[config.mk]
export PLATFORM = sky130hd
export DESIGN_NAME = ipi_unit
export DESIGN_NICKNAME = d
export VERILOG_FILES = /design/src/rtl/ipi_pkg.sv /design/src/rtl/ipi_pkt_fifo.sv /design/src/rtl/ipi_tx_framer.sv /design/src/rtl/ipi_rx_classifier.sv /design/src/rtl/ipi_unit.sv
export SDC_FILE = /design/constraint.sdc
export NUM_CORES = 2
export LEC_CHECK = 0
export CAP_MARGIN = 5
export CORE_MARGIN = 4
export CORE_UTILIZATION = 55
export CTS_CLUSTER_DIAMETER = 150
export DETAILED_ROUTE_END_ITERATION = 8
export GPL_TIMING_DRIVEN = 0
export HOLD_SLACK_MARGIN = 0.06
export PLACE_DENSITY_LB_ADDON = 0.3
export SLEW_MARGIN = 20
export SYNTH_ARGS = -nofsm -noshare
export SYNTH_HDL_FRONTEND = slang
export SYNTH_HIERARCHICAL = 1
export SYNTH_MEMORY_MAX_BITS = 65536
export SYNTH_SLANG_ARGS = --single-unit
[constraint.sdc]
create_clock -name clk -period 9.5 [get_ports clk]
set_input_delay 1.9 -clock clk [delete_from_list [all_inputs] [get_ports clk]]
set_output_delay 1.9 -clock clk [all_outputs]
set_load 0.005 [all_outputs]
[src/rtl/ipi_pkg.sv]
`timescale 1ns/1ps
package ipi_pkg;

  // Header fields: [7:4] operand count, [3:0] data-word count, [15:8] source node.
  localparam int CNT_W   = 4;
  localparam int WORDS_W = 6;   // up to 2 + 15 + 15 = 32 words

  typedef enum logic [1:0] {
    RX_HDR   = 2'd0,
    RX_ROUTE = 2'd1,
    RX_BODY  = 2'd2
  } rx_state_e;

  typedef enum logic {
    DST_PROTO = 1'b0,
    DST_SW    = 1'b1
  } rx_dest_e;

  // Total words of a packet from the low byte of its header.
  function automatic logic [WORDS_W-1:0] pkt_words(input logic [7:0] len_f);
    return WORDS_W'(2) + WORDS_W'(len_f[7:4]) + WORDS_W'(len_f[3:0]);
  endfunction

  // Interrupt messages carry a set top bit in the opcode word.
  function automatic rx_dest_e classify(input logic op_msb);
    return op_msb ? DST_SW : DST_PROTO;
  endfunction

endpackage

[src/rtl/ipi_pkt_fifo.sv]
`timescale 1ns/1ps
module ipi_pkt_fifo #(
  parameter  int W     = 32,
  parameter  int DEPTH = 64,
  localparam int AW    = $clog2(DEPTH),
  localparam int PW    = AW + 1
) (
  input  logic          clk,
  input  logic          rst_n,
  input  logic          wr_en,
  input  logic [W-1:0]  wr_data,
  input  logic          wr_last,
  output logic [PW-1:0] free,
  output logic          rd_valid,
  output logic [W-1:0]  rd_data,
  output logic          rd_last,
  input  logic          rd_pop,
  output logic [PW-1:0] pkt_cnt
);

  localparam logic [PW-1:0] DEPTH_P = PW'(DEPTH);

  logic [W:0]    mem [DEPTH];
  logic [PW-1:0] wr_ptr, cm_ptr, rd_ptr;
  logic          commit_ev, retire_ev, pop_ev;

  assign free      = DEPTH_P - (wr_ptr - rd_ptr);
  assign rd_valid  = (rd_ptr != cm_ptr);
  assign pop_ev    = rd_pop & rd_valid;
  assign commit_ev = wr_en & wr_last;
  assign retire_ev = pop_ev & rd_last;
  assign {rd_last, rd_data} = mem[rd_ptr[AW-1:0]];

  always_ff @(posedge clk) begin
    if (wr_en) mem[wr_ptr[AW-1:0]] <= {wr_last, wr_data};
  end

  always_ff @(posedge clk) begin
    if (!rst_n) begin
      wr_ptr  <= '0;
      cm_ptr  <= '0;
      rd_ptr  <= '0;
      pkt_cnt <= '0;
    end else begin
      if (wr_en)     wr_ptr <= wr_ptr + PW'(1);
      if (commit_ev) cm_ptr <= wr_ptr + PW'(1);
      if (pop_ev)    rd_ptr <= rd_ptr + PW'(1);
      case ({commit_ev, retire_ev})
        2'b10:   pkt_cnt <= pkt_cnt + PW'(1);
        2'b01:   pkt_cnt <= pkt_cnt - PW'(1);
        default: pkt_cnt <= pkt_cnt;
      endcase
    end
  end

  // a writer never pushes into a full queue.
  a_r2_no_overflow: assert property (@(posedge clk) disable iff (!rst_n)
    wr_en |-> free != '0);

  // words of an unfinished packet are never readable.
  a_r8_no_partial_read: assert property (@(posedge clk) disable iff (!rst_n)
    pkt_cnt == '0 |-> !rd_valid);

endmodule

[src/rtl/ipi_tx_framer.sv]
`timescale 1ns/1ps
module ipi_tx_framer #(
  parameter  int W     = 32,
  parameter  int DEPTH = 64,
  localparam int PW    = $clog2(DEPTH) + 1
) (
  input  logic          clk,
  input  logic          rst_n,
  input  logic          tx_valid,
  input  logic [W-1:0]  tx_data,
  output logic          tx_ready,
  input  logic [PW-1:0] free,
  output logic          wr_en,
  output logic [W-1:0]  wr_data,
  output logic          wr_last
);
  import ipi_pkg::*;

  logic               in_body;
  logic [WORDS_W-1:0] remain;
  logic [WORDS_W-1:0] words;
  logic               room_ok;
  logic               hdr_fire;
  logic               body_fire;

  assign words     = pkt_words(tx_data[7:0]);
  assign room_ok   = int'(free) >= int'(words);
  assign tx_ready  = in_body ? 1'b1 : room_ok;
  assign wr_en     = tx_valid & tx_ready;
  assign wr_data   = tx_data;
  assign wr_last   = in_body && (remain == WORDS_W'(1));
  assign hdr_fire  = wr_en & ~in_body;
  assign body_fire = wr_en & in_body;

  always_ff @(posedge clk) begin
    if (!rst_n) begin
      in_body <= 1'b0;
      remain  <= '0;
    end else if (hdr_fire) begin
      in_body <= 1'b1;
      remain  <= words - WORDS_W'(1);
    end else if (body_fire) begin
      remain <= remain - WORDS_W'(1);
      if (remain == WORDS_W'(1)) in_body <= 1'b0;
    end
  end

  // space claimed at the header is still there for every body word.
  a_r2_body_has_room: assert property (@(posedge clk) disable iff (!rst_n)
    in_body |-> free != '0);

  // a packet body always has at least one word after the header.
  a_r1_header_opens_body: assert property (@(posedge clk) disable iff (!rst_n)
    hdr_fire |=> in_body && remain != '0);

endmodule

[src/rtl/ipi_rx_classifier.sv]
`timescale 1ns/1ps
module ipi_rx_classifier #(
  parameter  int W     = 32,
  parameter  int DEPTH = 64,
  localparam int PW    = $clog2(DEPTH) + 1
) (
  input  logic          clk,
  input  logic          rst_n,
  input  logic          net_rx_valid,
  input  logic [W-1:0]  net_rx_data,
  output logic          net_rx_ready,
  input  logic [PW-1:0] sw_free,
  output logic          sw_wr_en,
  output logic [W-1:0]  sw_wr_data,
  output logic          sw_wr_last,
  output logic          proto_valid,
  output logic [W-1:0]  proto_data,
  output logic          proto_last,
  input  logic          proto_ready
);
  import ipi_pkg::*;

  rx_state_e          state;
  rx_dest_e           dest, want;
  logic [W-1:0]       hdr_q;
  logic [WORDS_W-1:0] remain;
  logic [WORDS_W-1:0] words_q;
  logic               room_ok;
  logic               route_fire;
  logic               body_fire;
  logic               body_end;

  assign words_q  = pkt_words(hdr_q[7:0]);
  assign room_ok  = int'(sw_free) >= int'(words_q);
  assign want     = classify(net_rx_data[W-1]);
  assign body_end = (remain == WORDS_W'(1));

  always_comb begin
    net_rx_ready = 1'b0;
    sw_wr_en     = 1'b0;
    sw_wr_data   = net_rx_data;
    sw_wr_last   = 1'b0;
    proto_valid  = 1'b0;
    proto_data   = net_rx_data;
    proto_last   = 1'b0;
    route_fire   = 1'b0;
    case (state)
      RX_HDR: net_rx_ready = 1'b1;
      RX_ROUTE: begin
        sw_wr_data = hdr_q;
        proto_data = hdr_q;
        if (net_rx_valid) begin
          if (want == DST_SW) begin
            sw_wr_en   = room_ok;
            route_fire = room_ok;
          end else begin
            proto_valid = 1'b1;
            route_fire  = proto_ready;
          end
        end
      end
      RX_BODY: begin
        sw_wr_last = body_end;
        proto_last = body_end;
        if (dest == DST_SW) begin
          net_rx_ready = 1'b1;
          sw_wr_en     = net_rx_valid;
        end else begin
          net_rx_ready = proto_ready;
          proto_valid  = net_rx_valid;
        end
      end
      default: net_rx_ready = 1'b0;
    endcase
  end

  assign body_fire = (state == RX_BODY) && net_rx_valid && net_rx_ready;

  always_ff @(posedge clk) begin
    if (!rst_n) begin
      state  <= RX_HDR;
      dest   <= DST_PROTO;
      hdr_q  <= '0;
      remain <= '0;
    end else begin
      case (state)
        RX_HDR: if (net_rx_valid) begin
          hdr_q  <= net_rx_data;
          remain <= pkt_words(net_rx_data[7:0]) - WORDS_W'(1);
          state  <= RX_ROUTE;
        end
        RX_ROUTE: if (route_fire) begin
          dest  <= want;
          state <= RX_BODY;
        end
        RX_BODY: if (body_fire) begin
          remain <= remain - WORDS_W'(1);
          if (body_end) state <= RX_HDR;
        end
        default: state <= RX_HDR;
      endcase
    end
  end

  // a stalled protocol word is held steady.
  a_r9_proto_hold: assert property (@(posedge clk) disable iff (!rst_n)
    proto_valid && !proto_ready && state == RX_ROUTE |=> proto_valid && $stable(proto_data));

  // a packet routed to software never leaks onto the protocol stream.
  a_r5_sw_exclusive: assert property (@(posedge clk) disable iff (!rst_n)
    state == RX_BODY && dest == DST_SW |-> !proto_valid);

  // room reserved when the header was stored covers every body word.
  a_r7_room_reserved: assert property (@(posedge clk) disable iff (!rst_n)
    state == RX_BODY && dest == DST_SW && sw_wr_en |-> sw_free != '0);

endmodule

[src/rtl/ipi_unit.sv]
`timescale 1ns/1ps
module ipi_unit #(
  parameter  int W        = 32,
  parameter  int TX_DEPTH = 64,
  parameter  int RX_DEPTH = 64,
  localparam int TPW      = $clog2(TX_DEPTH) + 1,
  localparam int RPW      = $clog2(RX_DEPTH) + 1
) (
  input  logic         clk,
  input  logic         rst_n,
  input  logic         tx_valid,
  input  logic [W-1:0] tx_data,
  output logic         tx_ready,
  output logic         net_tx_valid,
  output logic [W-1:0] net_tx_data,
  output logic         net_tx_last,
  input  logic         net_tx_ready,
  input  logic         net_rx_valid,
  input  logic [W-1:0] net_rx_data,
  output logic         net_rx_ready,
  output logic         proto_valid,
  output logic [W-1:0] proto_data,
  output logic         proto_last,
  input  logic         proto_ready,
  output logic         sw_rd_valid,
  output logic [W-1:0] sw_rd_data,
  output logic         sw_rd_last,
  input  logic         sw_rd_pop,
  output logic         sw_trap
);

  logic           tq_wr_en, tq_wr_last;
  logic [W-1:0]   tq_wr_data;
  logic [TPW-1:0] tq_free, tq_pkts;
  logic           sq_wr_en, sq_wr_last;
  logic [W-1:0]   sq_wr_data;
  logic [RPW-1:0] sq_free, sq_pkts;

  ipi_tx_framer #(.W(W), .DEPTH(TX_DEPTH)) u_framer (
    .clk(clk), .rst_n(rst_n),
    .tx_valid(tx_valid), .tx_data(tx_data), .tx_ready(tx_ready),
    .free(tq_free),
    .wr_en(tq_wr_en), .wr_data(tq_wr_data), .wr_last(tq_wr_last)
  );

  ipi_pkt_fifo #(.W(W), .DEPTH(TX_DEPTH)) u_txq (
    .clk(clk), .rst_n(rst_n),
    .wr_en(tq_wr_en), .wr_data(tq_wr_data), .wr_last(tq_wr_last),
    .free(tq_free),
    .rd_valid(net_tx_valid), .rd_data(net_tx_data), .rd_last(net_tx_last),
    .rd_pop(net_tx_ready), .pkt_cnt(tq_pkts)
  );

  ipi_rx_classifier #(.W(W), .DEPTH(RX_DEPTH)) u_rxc (
    .clk(clk), .rst_n(rst_n),
    .net_rx_valid(net_rx_valid), .net_rx_data(net_rx_data), .net_rx_ready(net_rx_ready),
    .sw_free(sq_free),
    .sw_wr_en(sq_wr_en), .sw_wr_data(sq_wr_data), .sw_wr_last(sq_wr_last),
    .proto_valid(proto_valid), .proto_data(proto_data), .proto_last(proto_last),
    .proto_ready(proto_ready)
  );

  ipi_pkt_fifo #(.W(W), .DEPTH(RX_DEPTH)) u_swq (
    .clk(clk), .rst_n(rst_n),
    .wr_en(sq_wr_en), .wr_data(sq_wr_data), .wr_last(sq_wr_last),
    .free(sq_free),
    .rd_valid(sw_rd_valid), .rd_data(sw_rd_data), .rd_last(sw_rd_last),
    .rd_pop(sw_rd_pop), .pkt_cnt(sq_pkts)
  );

  assign sw_trap = (sq_pkts != '0);

  // the network side sees a stable word while it stalls.
  a_r4_tx_hold: assert property (@(posedge clk) disable iff (!rst_n)
    net_tx_valid && !net_tx_ready |=> net_tx_valid && $stable(net_tx_data) && $stable(net_tx_last));

  // output only flows once a whole packet sits in the transmit queue.
  a_r3_launch_whole: assert property (@(posedge clk) disable iff (!rst_n)
    net_tx_valid |-> tq_pkts != '0);

  // the trap drops only as the final word of a packet leaves.
  a_r8_trap_drop: assert property (@(posedge clk) disable iff (!rst_n)
    $fell(sw_trap) |-> $past(sw_rd_pop && sw_rd_valid && sw_rd_last));

endmodule

---- Word level (Yosys, flattened, before mapping) ----
Memories as Yosys holds them, arrays and structs flattened. A register that Yosys moved wholly into a read port is not among the register bits.
Cells that the tools add are included.
word-level totals
  memory bits (writable) .................. 4,224
  bits of input ports ..................... 71
  output and inout port bits .............. 105
  register bits ........................... 97
  memories ................................ 2
  word-level logic and storage cells ...... 111
cells by class
  reduce and logical (&&, ||, !) cells .... 14
  add/subtract/negate cells ............... 20
  order comparisons ....................... 2
  equal/unequal tests ..................... 12
  muxes and demuxes ....................... 39
  bitwise operators ....................... 9
memories
  memory     words  bits a word  rd ports  clocked after memory_dff  wr ports  RTL line            source
  u_swq.mem  64     33           1         1                         1         ipi_pkt_fifo.sv:23  logic [W:0] mem [DEPTH];
  u_txq.mem  64     33           1         1                         1         ipi_pkt_fifo.sv:23
operators by type and width
  operator                                                                  count
  6-bit 2-to-1 mux                                                          8
  7-bit by 1-bit adder with 7-bit output (second input constant)            5
  32-bit 2-to-1 mux                                                         1
  6-bit by 1-bit subtractor with 6-bit output (second input constant)       4
  1-bit 2-to-1 mux                                                          20
  6-bit by 4-bit adder with 6-bit output                                    3
  2-bit by 4-bit adder with 5-bit output (first input constant)             3
  7-bit by 6-bit greater-or-equal comparator with 1-bit output              2
  7-bit inequality test                                                     2
  7-bit one-hot mux with 2 select lines                                     1
  7-bit subtractor                                                          2
  7-bit subtractor (first input constant)                                   2
  6-bit by 1-bit == test with 1-bit output (second input constant)          2
  6-bit one-hot mux with 2 select lines                                     1
  1-bit bitwise AND                                                         8
  2-bit 2-to-1 mux                                                          4
  2-bit nonzero test                                                        4
  7-bit nonzero test                                                        1
  7-bit by 1-bit subtractor with 7-bit output (second input constant)       1
  2-bit by 1-bit inequality test with 1-bit output (second input constant)  3
  1-bit one-hot mux with 2 select lines                                     3
  2-bit one-hot mux with 3 select lines                                     1
  2-bit AND reduction                                                       3
  2-bit by 1-bit == test with 1-bit output (second input constant)          2
  other kinds (7)                                                           10

---- Longest topological paths before layout ----
  depth after elaboration ................. 9
  depth in mapped cells ................... 24
  depth with buffers taken out ............ 24

---- Hierarchy ----
The synthesis kept the hierarchy.
modules (own cells, without submodules)
  module                 cells an instance  area an instance (µm²)  times used  seq. area each (µm²)
  ipi_pkt_fifo at u_txq  3,398              82,070.0                1           64,101.5
  ipi_pkt_fifo at u_swq  3,626              81,812.2                1           64,101.5
  ipi_rx_classifier      351                2,894.0                 1           820.8
  ipi_tx_framer          137                1,124.8                 1           140.1
  ipi_unit               3                  15.0                    1           0.0

---- Worst setup path after synthesis ----
OpenSTA, ideal clock, no wires.
  path type ............................... input to register
  start point ............................. in tx_data[1]
  end point ............................... mem u_txq/mem[47][0] (netlist name) (enable)
  setup slack ............................. 1,025 ps
  data arrival time ....................... 7,968 ps
  stages on the path ...................... 15
  setup time .............................. 507 ps
  data required time ...................... 8,993 ps
  path buffers ............................ 2
  path through ............................ inv_1 -> ha_1 -> inv_1 -> ha_1 -> fa_1 -> inv_1 -> ha_1 -> nand2_1 -> o21ai_0 -> a31oi_4 -> buf_6 -> inv_1 -> clkbuf_1 -> nand4_1 -> nor4_1
on the way
  cells in the longest elaborated chain, start to end .. 6
ends and longest elaborated chain
  what                                                          RTL line             source
  start: declaration                                            ipi_unit.sv:12       input logic [W-1:0] tx_data,
  6-bit by 4-bit adder with 6-bit output                        ipi_pkg.sv:21        return WORDS_W'(2) + WORDS_W'(len_f[7:4]) + WORDS_W'(len_f[3:0]);
  7-bit by 6-bit greater-or-equal comparator with 1-bit output  ipi_tx_framer.sv:27  assign room_ok = int'(free) >= int'(words);
  1-bit 2-to-1 mux                                              ipi_tx_framer.sv:28  assign tx_ready = in_body ? 1'b1 : room_ok;
  1-bit bitwise AND                                             ipi_tx_framer.sv:29  assign wr_en = tx_valid & tx_ready;
  net tq_wr_en                                                  ipi_unit.sv:32       logic tq_wr_en, tq_wr_last;
  1-bit 2-to-1 mux                                              ipi_pkt_fifo.sv:35   if (wr_en) mem[wr_ptr[AW-1:0]] <= {wr_last, wr_data};
  1-bit 2-to-1 mux (implied by the code)                        ipi_pkt_fifo.sv:35
  end: declaration                                              ipi_pkt_fifo.sv:23
The timed path passes the listed nets, and every way through them passes these cells.

==> results by group <==
Final layout
  • Net count reported at finish: 8443
  • Synth-to-Final Area Change: 16.0%
  • FILL cells: 19000
  • Post-Layout Cell Count: 12600
  • Commonest cells after routing, fill and taps aside: sky130_fd_sc_hd__edfxtp_1 (4224), sky130_fd_sc_hd__mux4_2 (1158), sky130_fd_sc_hd__clkbuf_16 (419), sky130_fd_sc_hd__clkbuf_1 (276), sky130_fd_sc_hd__nand2_1 (192)
  • Layout cell share with drive strength beyond 1: 0.282
  • Most common cell after layout, fill and taps aside: sky130_fd_sc_hd__edfxtp_1

Hold path
  • Path type of the worst min-delay path: reg -> reg

STA
  • Max Clock Skew: 0.0526 ns
  • Max Slew Vio Count: 0
  • Post-route setup TNS: 0 ns
  • Slew headroom: 0.136
  • Post-layout min period: 7.96 ns
  • Share of the clock period used by the worst path after layout: 0.838
  • Transition time of the tightest slew-check pin: 1.30 ns
  • Finish-stage setup viols: 0
  • Maximum operating frequency: 126 MHz
  • Number of endpoints with negative hold slack in the final report: 0
  • RSZ-0062 raised after global routing: no

Placement
  • Number of buffers inserted by port buffering: 149
  • DP Wirelength: 313 mm
  • Inst Count DP: 11900
  • Gp weighted congestion: 0.940

Power
  • Worst-case vdd ir drop: 0.188 mV
  • Pwr per Cell Area: 228 nW/um2
  • Lkg Pwr: 59.9 nW

Setup path
  • Setup slack of the most critical reg-to-reg path: 2.96 ns
  • Data required time of the critical path: 7.60 ns
  • RR Startpoint: u_swq/wr_ptr[1]
  • Destination of the worst register-to-register timing path: u_swq/mem[37][21]
  • Largest driver fanout on the critical path: 10
  • Worst path arrival time: 6.06 ns
  • Reg2Reg Depth: 18
  • CP startpoint kind: flip-flop
  • Setup Crit Path Kind: reg -> out
  • CP Capture Type: output port
  • Destination of the critical timing path: net_tx_data[1]

Yosys
  • Synthesized instance count: 7454
  • Cell area after technology mapping: 167000 um2
  • Total of warnings raised by yosys: 6
  • Average cell area after synthesis: 22.5 um2
  • Syn_nets: 7602

Clock network
  • Total clock buffers created by CTS: 416
  • Insertion delay to the later sink of the worst-skew pair: 0.92 ns
  • Clock Pin Slew Worst Setup and Hold Paths: 0.07 ns
  • Setup Buffers After CTS: 0
  • Number of cells upsized or downsized after cts: 0
  • CTS tree: yes
  • Clock buffer depth: 4
  • Hold buffer count at CTS: 0
  • Count of H-tree levels built during CTS: 5
  • Sinks on Clock Net: 4333
  • Buffer type at the clock tree root: sky130_fd_sc_hd__clkbuf_16

Global routing
  • Grt ovf: 0
  • Wire length of the first global-routing pass: 674 mm
  • Total routing resource utilization after global routing: 0.306
  • Maximum number of pins on one net before global-route repair: 66
  • Initial antenna violation count: 25
  • Number of global-route vias before repair: 87700

Routing
  • Routed via count divided by cell count: 6.91
  • Wire length reported by the detailed router: 481 mm
  • Count of nets left with antenna violations after detail routing: 0
  • Residual DRC: 0
  • Post-DR wirelength/cell: 38.1 um
  • DR pass1 iterations: 6
  • Starting DRT DRC Count: 13700
  • Total via count after detailed routing: 87300

Die
  • Height of the die: 560 um
  • Rows: 202
  • IO Count: 176
  • Floorplan die area: 313000 um2
  • Core Box Area: 303000 um2
  • Starting density of the core: 0.552
  • Die X-Extent: 560 um

Job
  • MaxCap Viol Count: 0

Run status
  • Run status: completed
## critical path, cell delays in order (launching register included)
cell	delay (ns)
sky130_fd_sc_hd__dfxtp_1	0.31
sky130_fd_sc_hd__buf_4	0.23
sky130_fd_sc_hd__buf_4	0.28
sky130_fd_sc_hd__buf_2	0.36
sky130_fd_sc_hd__buf_1	0.81
sky130_fd_sc_hd__buf_2	0.83
sky130_fd_sc_hd__mux2i_1	0.21
sky130_fd_sc_hd__o211ai_1	0.78
sky130_fd_sc_hd__o22ai_1	0.22
sky130_fd_sc_hd__nor2_1	0.46
sky130_fd_sc_hd__clkdlybuf4s50_1	0.61
## where the power goes
part / internal (mW) / switching [mW] / total [mW] / leakage, nW
registers: 21.9 / 0.0912 / 22.0 / 39.0
logic: 2.41 / 3.80 / 6.21 / 14.5
clock network: 9.10 / 7.05 / 16.2 / 6.41
## state kept, by name (all words and copies together) (netlist names), named ones only
| signal | cells |
|---|---|
| u_swq/mem | 2112 |
| u_txq/mem | 2112 |
| u_rxc/hdr_q | 32 |
| u_swq/cm_ptr | 7 |
| u_swq/pkt_cnt | 7 |
| u_swq/rd_ptr | 7 |
| u_swq/wr_ptr | 7 |
| u_txq/cm_ptr | 7 |
| u_txq/rd_ptr | 7 |
| u_txq/wr_ptr | 7 |
| u_framer/remain | 6 |
| u_rxc/remain | 6 |
| u_rxc/state | 2 |
| u_framer/in_body | 1 |
| u_rxc/dest | 1 |
## per-layer routing
layer  vias up  GRT usage  wire length [um]
met5         -          0                81
met4        12      0.193             38700
met3      1563     0.0723             54200
met2      6656      0.486            231000
met1     45700      0.384            157000
li1      33300          -                 -
## metrics by stage
step	utilization	hold slack [ns]	setup slack, ns	instance area [um2]	power (mW)
after floorplan	-	0.440	1.02	167000	25.8
after global placement	0.574	0.449	-4.53	174000	28.1
after detailed placement	0.597	0.455	0.636	181000	28.4
after CTS	0.640	0.464	1.48	194000	44.4
after global routing	0.641	0.481	1.49	194000	45.6
final	0.641	0.465	1.54	194000	44.3
## worst min path at each step
stage                                from               to  cells after the start
after floorplan           u_rxc/hdr_q[11]  u_rxc/hdr_q[11]                      2
after global placement    u_rxc/hdr_q[20]  u_rxc/hdr_q[20]                      2
after detailed placement  u_rxc/hdr_q[15]  u_rxc/hdr_q[15]                      2
after CTS                 u_rxc/hdr_q[15]  u_rxc/hdr_q[15]                      2
after global routing       u_rxc/hdr_q[9]   u_rxc/hdr_q[9]                      2
final                     u_rxc/hdr_q[15]  u_rxc/hdr_q[15]                      2
## final cells by class
type	count	area (um2)	area share
Sequential cell	4333	129000	0.665
Multi-Input combinational cell	2596	36700	0.189
Clock buffer	515	10900	0.0561
Timing Repair Buffer	423	7540	0.0388
Tap cell	3978	4980	0.0256
Buffer	465	2420	0.0125
Clock inverter	239	2300	0.0119
Inverter	60	225	0.00116
Antenna cell	14	35.0	0.000180
No activity file was read; power rests on OpenSTA's default activity.
